File: config.mk
export PLATFORM = sky130hd
export DESIGN_NAME = dpot_i2c_slave
export DESIGN_NICKNAME = d
export VERILOG_FILES = /design/src/rtl/dpot_pkg.sv /design/src/rtl/dpot_bus_sync.sv /design/src/rtl/dpot_i2c_fsm.sv /design/src/rtl/dpot_regfile.sv /design/src/rtl/dpot_i2c_slave.sv
export SDC_FILE = /design/constraint.sdc
export NUM_CORES = 1
export LEC_CHECK = 0
export CORE_UTILIZATION = 55
export DETAILED_ROUTE_END_ITERATION = 8
export PLACE_DENSITY_LB_ADDON = 0.15
export SLEW_MARGIN = 40
export SYNTH_ARGS = -nofsm -noshare
export SYNTH_HDL_FRONTEND = slang
export SYNTH_SLANG_ARGS = --single-unit
File: constraint.sdc
create_clock -name clk -period 2.6 [get_ports clk]
set_clock_uncertainty 0.1 [all_clocks]
set_input_delay 0.52 -clock clk [delete_from_list [all_inputs] [get_ports clk]]
set_output_delay 0.52 -clock clk [all_outputs]
set_load 0.02 [all_outputs]
File: src/rtl/dpot_pkg.sv
// Package: shared constants and types for the potentiometer bus slave.
// Assumes one byte per bus transfer and exactly two wiper channels.
package dpot_pkg;
    localparam int BYTE_W = 8;
    localparam int NUM_CH = 2;
    localparam logic [4:0] ADDR_PREFIX = 5'b01011;

    // Instruction byte bit positions
    localparam int INS_SEL = 7;
    localparam int INS_MID = 6;
    localparam int INS_SD  = 5;
    localparam int INS_O2  = 4;
    localparam int INS_O1  = 3;

    typedef enum logic [3:0] {
        ST_IDLE,
        ST_ADDR,
        ST_ADDR_ACK,
        ST_INSTR,
        ST_INSTR_ACK,
        ST_WDATA,
        ST_WDATA_ACK,
        ST_RDATA,
        ST_RDATA_ACK
    } bus_state_e;
endpackage

File: src/rtl/dpot_bus_sync.sv
// Module: two-line synchronizer and bus event detector.
// Synchronizes SCL and SDA through STAGES flops, then compares each line
// with its value one cycle earlier to produce one-cycle event pulses.
// Assumes an idle bus is high on both lines and that STAGES >= 2.
module dpot_bus_sync #(
    parameter int STAGES = 2
) (
    input  logic clk,
    input  logic rst_n,
    input  logic scl_i,
    input  logic sda_i,
    output logic sda_s,
    output logic scl_rise,
    output logic scl_fall,
    output logic start_p,
    output logic stop_p
);
    localparam int CHAIN_W = 2 * STAGES;

    logic [CHAIN_W-1:0] chain;
    logic               scl_s;
    logic               scl_d;
    logic               sda_d;

    // Shift both lines through the synchronizer chain (pairs of {scl, sda})
    always_ff @(posedge clk) begin
        if (!rst_n) begin
            chain <= '1;
        end else begin
            chain <= {chain[CHAIN_W-3:0], scl_i, sda_i};
        end
    end

    assign scl_s = chain[CHAIN_W-1];
    assign sda_s = chain[CHAIN_W-2];

    // Keep the previous synchronized levels for edge detection
    always_ff @(posedge clk) begin
        if (!rst_n) begin
            scl_d <= 1'b1;
            sda_d <= 1'b1;
        end else begin
            scl_d <= scl_s;
            sda_d <= sda_s;
        end
    end

    assign scl_rise = scl_s & ~scl_d;
    assign scl_fall = ~scl_s & scl_d;
    assign start_p  = scl_s & scl_d & sda_d & ~sda_s;
    assign stop_p   = scl_s & scl_d & ~sda_d & sda_s;
endmodule

File: src/rtl/dpot_i2c_fsm.sv
// Module: byte-level protocol engine for the potentiometer slave.
// Receives address, instruction and data bytes, drives acknowledges and
// read data, and emits one-cycle commit strobes for the register file.
// Assumes event pulses from dpot_bus_sync; START and STOP outrank bit events.
module dpot_i2c_fsm
    import dpot_pkg::*;
(
    input  logic              clk,
    input  logic              rst_n,
    input  logic              sda_s,
    input  logic              scl_rise,
    input  logic              scl_fall,
    input  logic              start_p,
    input  logic              stop_p,
    input  logic [6:0]        dev_addr,
    input  logic [BYTE_W-1:0] rd_byte,
    output logic              ins_we,
    output logic              dat_we,
    output logic [BYTE_W-1:0] rx_byte,
    output logic              sda_pull
);
    localparam int CNT_W = $clog2(BYTE_W + 1);
    localparam logic [CNT_W-1:0] FULL = CNT_W'(BYTE_W);
    localparam logic [CNT_W-1:0] LAST = CNT_W'(BYTE_W - 1);

    bus_state_e        st;
    logic [CNT_W-1:0]  cnt;
    logic [BYTE_W-1:0] sh;
    logic [BYTE_W-1:0] tx;
    logic              rw;
    logic              byte_done;
    logic              quiet;

    assign quiet     = ~start_p & ~stop_p;
    assign byte_done = quiet & scl_fall & (cnt == FULL);

    // Protocol state, bit counter and shift registers
    always_ff @(posedge clk) begin
        if (!rst_n) begin
            st  <= ST_IDLE;
            cnt <= '0;
            sh  <= '0;
            tx  <= '0;
            rw  <= 1'b0;
        end else if (stop_p) begin
            st <= ST_IDLE;
        end else if (start_p) begin
            st  <= ST_ADDR;
            cnt <= '0;
        end else begin
            case (st)
                ST_ADDR, ST_INSTR, ST_WDATA: begin
                    if (scl_rise && cnt != FULL) begin
                        sh  <= {sh[BYTE_W-2:0], sda_s};
                        cnt <= cnt + 1'b1;
                    end else if (byte_done) begin
                        cnt <= '0;
                        if (st == ST_ADDR) begin
                            if (sh[BYTE_W-1:1] == dev_addr) begin
                                rw <= sh[0];
                                st <= ST_ADDR_ACK;
                            end else begin
                                st <= ST_IDLE;
                            end
                        end else if (st == ST_INSTR) begin
                            st <= ST_INSTR_ACK;
                        end else begin
                            st <= ST_WDATA_ACK;
                        end
                    end
                end
                ST_ADDR_ACK: begin
                    if (scl_fall) begin
                        if (rw) begin
                            st <= ST_RDATA;
                            tx <= rd_byte;
                        end else begin
                            st <= ST_INSTR;
                        end
                    end
                end
                ST_INSTR_ACK, ST_WDATA_ACK: begin
                    if (scl_fall) st <= ST_WDATA;
                end
                ST_RDATA: begin
                    if (scl_fall) begin
                        if (cnt == LAST) begin
                            st  <= ST_RDATA_ACK;
                            cnt <= '0;
                        end else begin
                            cnt <= cnt + 1'b1;
                            tx  <= {tx[BYTE_W-2:0], 1'b0};
                        end
                    end
                end
                ST_RDATA_ACK: begin
                    if (scl_rise && sda_s) begin
                        st <= ST_IDLE;
                    end else if (scl_fall) begin
                        st <= ST_RDATA;
                        tx <= rd_byte;
                    end
                end
                default: st <= ST_IDLE;
            endcase
        end
    end

    assign ins_we  = byte_done & (st == ST_INSTR);
    assign dat_we  = byte_done & (st == ST_WDATA);
    assign rx_byte = sh;

    assign sda_pull = (st == ST_ADDR_ACK) | (st == ST_INSTR_ACK) |
                      (st == ST_WDATA_ACK) | ((st == ST_RDATA) & ~tx[BYTE_W-1]);
endmodule

File: src/rtl/dpot_regfile.sv
// Module: wiper and control register file.
// Applies instruction commits (select, midscale, shutdown, logic outputs)
// and data commits (wiper of the selected channel); serves readback data.
// Assumes commit strobes are one cycle wide and never coincide.
module dpot_regfile
    import dpot_pkg::*;
(
    input  logic                     clk,
    input  logic                     rst_n,
    input  logic                     ins_we,
    input  logic                     dat_we,
    input  logic [BYTE_W-1:0]        byte_in,
    output logic [NUM_CH*BYTE_W-1:0] wipers,
    output logic                     sel,
    output logic                     shdn_n,
    output logic                     gpo1,
    output logic                     gpo2,
    output logic [BYTE_W-1:0]        rd_byte
);
    localparam logic [BYTE_W-1:0] MIDSCALE = BYTE_W'(1) << (BYTE_W - 1);

    for (genvar ch = 0; ch < NUM_CH; ch++) begin : g_ch
        logic [BYTE_W-1:0] q;

        // One wiper: midscale preset from the instruction, or data load
        always_ff @(posedge clk) begin
            if (!rst_n) begin
                q <= MIDSCALE;
            end else if (ins_we && byte_in[INS_MID] && byte_in[INS_SEL] == 1'(ch)) begin
                q <= MIDSCALE;
            end else if (dat_we && sel == 1'(ch)) begin
                q <= byte_in;
            end
        end

        assign wipers[ch*BYTE_W +: BYTE_W] = q;
    end

    // Control fields captured from the instruction byte
    always_ff @(posedge clk) begin
        if (!rst_n) begin
            sel    <= 1'b0;
            shdn_n <= 1'b1;
            gpo1   <= 1'b0;
            gpo2   <= 1'b0;
        end else if (ins_we) begin
            sel    <= byte_in[INS_SEL];
            shdn_n <= ~byte_in[INS_SD];
            gpo2   <= byte_in[INS_O2];
            gpo1   <= byte_in[INS_O1];
        end
    end

    assign rd_byte = wipers[int'(sel)*BYTE_W +: BYTE_W];
endmodule

File: src/rtl/dpot_i2c_slave.sv
// Module: top of the dual-channel potentiometer serial slave.
// Ties the bus synchronizer, the protocol engine and the register file.
// Assumes straps are static and the bus obeys the two-wire timing rules.
module dpot_i2c_slave
    import dpot_pkg::*;
(
    input  logic       clk,
    input  logic       rst_n,
    input  logic       scl_i,
    input  logic       sda_i,
    input  logic       strap_a0,
    input  logic       strap_a1,
    output logic       sda_pull,
    output logic [7:0] wiper0,
    output logic [7:0] wiper1,
    output logic       shdn_n,
    output logic       gpo1,
    output logic       gpo2
);
    logic                     sda_s;
    logic                     scl_rise;
    logic                     scl_fall;
    logic                     start_p;
    logic                     stop_p;
    logic                     ins_we;
    logic                     dat_we;
    logic                     sel;
    logic [BYTE_W-1:0]        rx_byte;
    logic [BYTE_W-1:0]        rd_byte;
    logic [NUM_CH*BYTE_W-1:0] wipers;
    logic [6:0]               dev_addr;

    assign dev_addr = {ADDR_PREFIX, strap_a1, strap_a0};

    dpot_bus_sync #(.STAGES(2)) u_sync (
        .clk      (clk),
        .rst_n    (rst_n),
        .scl_i    (scl_i),
        .sda_i    (sda_i),
        .sda_s    (sda_s),
        .scl_rise (scl_rise),
        .scl_fall (scl_fall),
        .start_p  (start_p),
        .stop_p   (stop_p)
    );

    dpot_i2c_fsm u_fsm (
        .clk      (clk),
        .rst_n    (rst_n),
        .sda_s    (sda_s),
        .scl_rise (scl_rise),
        .scl_fall (scl_fall),
        .start_p  (start_p),
        .stop_p   (stop_p),
        .dev_addr (dev_addr),
        .rd_byte  (rd_byte),
        .ins_we   (ins_we),
        .dat_we   (dat_we),
        .rx_byte  (rx_byte),
        .sda_pull (sda_pull)
    );

    dpot_regfile u_regs (
        .clk     (clk),
        .rst_n   (rst_n),
        .ins_we  (ins_we),
        .dat_we  (dat_we),
        .byte_in (rx_byte),
        .wipers  (wipers),
        .sel     (sel),
        .shdn_n  (shdn_n),
        .gpo1    (gpo1),
        .gpo2    (gpo2),
        .rd_byte (rd_byte)
    );

    assign wiper0 = wipers[BYTE_W-1:0];
    assign wiper1 = wipers[2*BYTE_W-1:BYTE_W];
endmodule

== Yosys cells after proc, flatten, opt, wreduce, memory -nomap -nowiden ==
Cells that the tools add are included.

* Mux-type cells: 27
* Bitwise gates (word level): 28
* Add/subtract/negate cells: 1
* Shift-type cells: 1
* Equal/unequal tests: 31
* Reductions and logical operators: 21

{| class="wikitable"
|+ Operator list
! operator !! number
|-
| 4-bit two-way mux || 14
|-
| 8-bit two-way mux || 6
|-
| 8-bit case mux with 3 select lines || 1
|-
| 7-bit AND reduction || 3
|-
| 4-bit by 3-bit equality test with 1-bit output, second input constant || 5
|-
| 4-bit case mux with 5 select lines || 1
|-
| 3-bit by 1-bit inequality test with 1-bit output, second input constant || 6
|-
| 16-bit by 5-bit variable part select with 8-bit output || 1
|-
| 2-bit by 1-bit inequality test with 1-bit output, second input constant || 7
|-
| 1-bit bitwise AND || 13
|-
| 1-bit NOT || 12
|-
| 9-bit AND reduction || 1
|-
| 4-bit by 2-bit equality test with 1-bit output, second input constant || 2
|-
| 4-bit equality test, second input constant || 2
|-
| 4-bit by 1-bit inequality test with 1-bit output, second input constant || 2
|-
| 4-bit case mux with 2 select lines || 1
|-
| 4-bit AND reduction || 2
|-
| 2-bit OR reduction || 4
|-
| 7-bit by 6-bit equality test with 1-bit output || 1
|-
| 1-bit logical AND || 7
|-
| 2-bit inequality test, second input constant || 3
|-
| 3-bit nonzero test || 2
|-
| 3-bit OR reduction || 2
|-
| 4-bit by 1-bit adder with 4-bit output, second input constant || 1
|-
| other kinds (7) || 10
|}

* Bits in registers: 51

== Logic depth before layout (Yosys ltp) ==
* Depth after elaboration: 11
* Mapped depth: 8
* Depth with buffers taken out: 7

== By module ==
From an unflattened synthesis, not the netlist that was laid out.

* Cells, all modules: 293
* Area, all modules: 2625.0 um^2

{| class="wikitable"
|+ By module, submodules not included
! module !! instances !! cells each !! area an instance (um^2) !! seq. area each (um^2)
|-
| dpot_i2c_fsm || 1 || 178 || 1559.0 || 500.5
|-
| dpot_regfile || 1 || 97 || 868.3 || 400.4
|-
| dpot_bus_sync || 1 || 16 || 190.2 || 120.1
|-
| dpot_i2c_slave || 1 || 2 || 7.5 || 0.0
|}

== Least setup slack after synthesis ==
Ideal clock, no wire load.

* Path type: register to register
* Start point: reg u_fsm.cnt[0]
* End point: reg u_regs.g_ch[1].q[7]
* Stages on the path, launching flop included: 8
* Data required time: 2380 ps
* Library setup time: 120 ps
* Data arrival time: 1866 ps
* Path slack: 514 ps
* Cell sequence: dfxtp_1 > inv_1 > ha_1 > nand3b_4 > or3_4 > or4_4 > buf_6 > a211o_1

* Word-level cells in the longest chain between the ends: 6
* Elaborated cells on any way between the ends: 8

{| class="wikitable"
|+ RTL lines
! what !! RTL line !! source
|-
| start, declared || dpot_i2c_fsm.sv:27 || <nowiki>logic [CNT_W-1:0] cnt;</nowiki>
|-
| start signal, assigned || dpot_i2c_fsm.sv:55 || <nowiki>cnt <= cnt + 1'b1;</nowiki>
|-
| start signal, assigned || dpot_i2c_fsm.sv:91 || <nowiki>cnt <= cnt + 1'b1;</nowiki>
|-
| 4-bit equality test * || dpot_i2c_fsm.sv:35 || <nowiki>assign byte_done = quiet & scl_fall & (cnt == FULL);</nowiki>
|-
| 1-bit bitwise AND * || dpot_i2c_fsm.sv:35 ||
|-
| 1-bit bitwise AND || dpot_i2c_fsm.sv:109 || <nowiki>assign ins_we = byte_done & (st == ST_INSTR);</nowiki>
|-
| 1-bit logical AND (2 in series) || dpot_regfile.sv:29 || <nowiki>end else if (ins_we && byte_in[INS_MID] && byte_in[INS_SEL] == 1'(ch)) begin</nowiki>
|-
| 2-bit OR reduction (no line) || - ||
|-
| end signal, assigned || dpot_regfile.sv:32 || <nowiki>q <= byte_in;</nowiki>
|-
| end, declared || dpot_regfile.sv:23 || <nowiki>logic [BYTE_W-1:0] q;</nowiki>
|}

Every way passes the cells marked *; elsewhere a longest branch is shown, timed or not.
A chain may end at the register's enable or synchronous reset.

== Worst setup path in the final report ==
* Start point: reg u_fsm.st[2]
* End point: out sda_pull

* Word-level cells in the longest chain between the ends: 4
* Elaborated cells on any way between the ends: 8

{| class="wikitable"
|+ RTL lines
! what !! RTL line !! source
|-
| start, declared || dpot_i2c_fsm.sv:26 || <nowiki>bus_state_e st;</nowiki>
|-
| start signal, assigned || dpot_i2c_fsm.sv:40 || <nowiki>st <= ST_IDLE;</nowiki>
|-
| start signal, assigned || dpot_i2c_fsm.sv:46 || <nowiki>st <= ST_IDLE;</nowiki>
|-
| start signal, assigned || dpot_i2c_fsm.sv:48 || <nowiki>st <= ST_ADDR;</nowiki>
|-
| 4-bit by 2-bit equality test with 1-bit output or 4-bit by 3-bit equality test with 1-bit output (tied branches) || dpot_i2c_fsm.sv:113 || <nowiki>assign sda_pull = (st == ST_ADDR_ACK) | (st == ST_INSTR_ACK) |</nowiki>
|-
| 1-bit bitwise OR (2 in series) || dpot_i2c_fsm.sv:113 ||
|-
| 1-bit bitwise OR * || dpot_i2c_fsm.sv:114 || <nowiki>(st == ST_WDATA_ACK) | ((st == ST_RDATA) & ~tx[BYTE_W-1]);</nowiki>
|-
| end, declared || dpot_i2c_slave.sv:13 || <nowiki>output logic sda_pull,</nowiki>
|}

Marked as above.

==> flow_summary.toml <==
[synthesis]
synthesis.area_sq_mm = 0.00256
ys_ff_latch = 51
synthDistinctLibCells = 49
syn_area_per_cell_sq_um = 9.39
async_flop_share_pct = 0
synth_edf_count = 0
ys_warn_count = 0
synth_nets = 281
ys_seq_area_share_pct = 39.8
synthCells = 273
ys.flop_type = "dfxtp_1"

[worst_setup_path]
critPathArrivalTime_ns = 1.78
critPathLaunchType = "flop"
cpPeakStageDelay_ns = 0.61
rr_startpoint = "u_fsm.cnt[0]"
crit_start = "u_fsm.st[2]"
critical_path_required_ns = 1.98
worstPathMaxFanout = 7
path_cells = "inv_1 > o21ai_0 > nand2_1 > a21oi_1 > clkdlybuf4s50_1"
crit_slowest_cell = "clkdlybuf4s50_1"
crit_path_end_kind = "primary output"
crit_type = "flop to primary output"

[sta]
max_freq_mhz = 416
finalHoldViolations = 0
slew_violations = 0
final.min_clock_period_ns = 2.40
setup_viol = 0
grt_setup_unrepaired = "false"
tightest_slew_ns = 0.691
slew_headroom_pct = 53.3
period_share_pct = 92.4
tns_ns = 0

[clock_tree]
clock_sinks = 51
cts_hold_buf = 0
clk_latency_ns = 0.30
cts_tree = "yes"
htreeDepth = 2
cts_buffers = 5
cts_setup_buffers = 0
post_cts_resized = 0
clk_path_buf_depth = 2
cts_root_buffer = "clkbuf_8"
clk_pin_slew_ns = 0.09

[cells_and_area]
mostFrequentLayoutCell = "dfxtp_1"
insertedDiodeCount = 0
drive_above_1_share_pct = 10.2
fin_nets = 312
syn_to_final_growth_pct = 16.5
layout_common_cells = "dfxtp_1, mux2i_1, nor2_1"
nFillCells = 370

[route]
dr_total_vias = 2023
first_pass_iters = 5
drcViolationCount = 0
wl_um = 5240
vias_per_cell = 5.67
wire_per_inst_um = 14.7
antenna_left = 0
drtIter0Drc = 147

[pwr]
power_uw = 1840
leakagePower_uw = 0.00113
pwr_density_cell_mw_per_mm2 = 616
ir_drop_mv = 0.492

[placed_design]
place_hpwl_um = 3840
portBuffers = 25
gp_congestion = 0.917

[global_route]
grt_max_degree = 21
grt_overflow_total = 0
grt_pass1_wl_um = 8850
grtUsageTotal_pct = 23.0
grt_antenna_before_repair = 0
first_global_vias = 1868

[floorplan]
std_cell_rows = 24
die_y_um = 70.3
start_util_pct = 58.1
core-area_sq_mm = 0.00441
dieWidth_um = 70.3
ios = 26
dieArea_sq_mm = 0.00494

[flow_run]
max-cap-violations = 0

[hold_path]
hold_path_class = "flop to flop"
worstHoldStart = "u_sync.chain[0]"

[status]
status = "completed"
-- cell type report --
cell class              count  area, sq um  area share [%]
multi-input cells         203         1440            48.3
well taps                  52         65.1            2.18
clock inverters             1         8.76           0.293
repair buffers             37          340            11.4
clock buffers               7         86.3            2.89
flip-flops and latches     51         1020            34.2
inverters                   6         22.5           0.754
-- cells in the mapped netlist, types with 2 or more instances --
cell type  count  area (sq um)
a21boi_0       2          15.0
nand4_1        2          12.5
nor3_1         5          25.0
nor2b_1       23           144
clkbuf_1       5          18.8
a21oi_1       17          85.1
ha_1           2          25.0
nand3_1        6          30.0
nand4b_1       2          17.5
dfxtp_1       51          1020
o21ai_0        8          40.0
inv_1          6          22.5
o21ai_2        2          17.5
buf_6          3          33.8
o21ai_1        2          10.0
nand3b_1       5          37.5
xor2_1         3          26.3
buf_2          5          25.0
nor2_1        27           101
nand2_1       13          48.8
nor4_1         3          18.8
a211o_1        3          26.3
nand2b_1      11          68.8
mux2i_1       42           420
-- critical path, delay by kind of cell (launching register included) --
kind	cells	cell delay [ns]
flip-flops	1	0.40
AO/OA/AOI/OAI	2	0.29
AND/OR/NAND/NOR	1	0.07
buffers and inverters	2	0.73
-- report_power, final --
group          internal [uW]  leakage [uW]  switching [uW]
Combinational            226      0.000668             291
Clock                    218     0.0000484             254
Sequential               810      0.000413            42.9
-- stage by stage --
step	setup WS [ns]	cells	instance area, sq um	hold WS (ns)	util [%]
2_1_floorplan	0.514	273	2560	0.286	-
3_3_place_gp	0.231	349	2890	0.290	65.5
3_5_place_dp	0.215	349	2890	0.301	65.5
4_1_cts	0.0817	357	2990	0.323	67.7
5_1_grt	0.0831	357	2990	0.341	67.7
6_report	0.198	357	2990	0.316	67.7
-- sequential cells by signal, summed over array words and instances, names as in the netlist --
register,count
u_fsm.cnt,4
u_fsm.rw,1
u_fsm.rx_byte,8
u_fsm.st,4
u_fsm.tx,8
u_regs.g_ch.q,16
u_regs.gpo1,1
u_regs.gpo2,1
u_regs.sel,1
u_regs.shdn_n,1
u_sync.chain,4
u_sync.scl_d,1
u_sync.sda_d,1
-- layer usage --
layer	wire length [um]	track usage [%]	vias up	share of wire [%]
met5	0	0	-	0
met3	236	5.77	7	4.5
met2	2350	34.4	48	45
li1	-	-	1024	-
met4	63	7.78	0	1.2
met1	2590	32.3	944	49
-- path summary, 6_finish.rpt --
path	end	slack, ns	depth (start not counted)
max reg2reg	u_regs.g_ch[0].q[5]	0.34	7
min	u_sync.chain[2]	0.32	1
min reg2reg	u_sync.chain[2]	0.32	1
max	sda_pull	0.20	5
-- cell families (layout without fill, tap and decap cells) --
logic type	Yosys count	count (layout)	share of synthesized area [%]
buffers and inverters	19	51	3.90
DFF	51	51	39.8
and+or+nand+nor	110	110	25.7
AOI/OAI and AO/OA	45	45	11.8
muxes	42	42	16.4
adders and majority gates	2	2	0.976
xor gates and xnor gates	4	4	1.37
No activity file was read; power rests on OpenSTA's default activity.
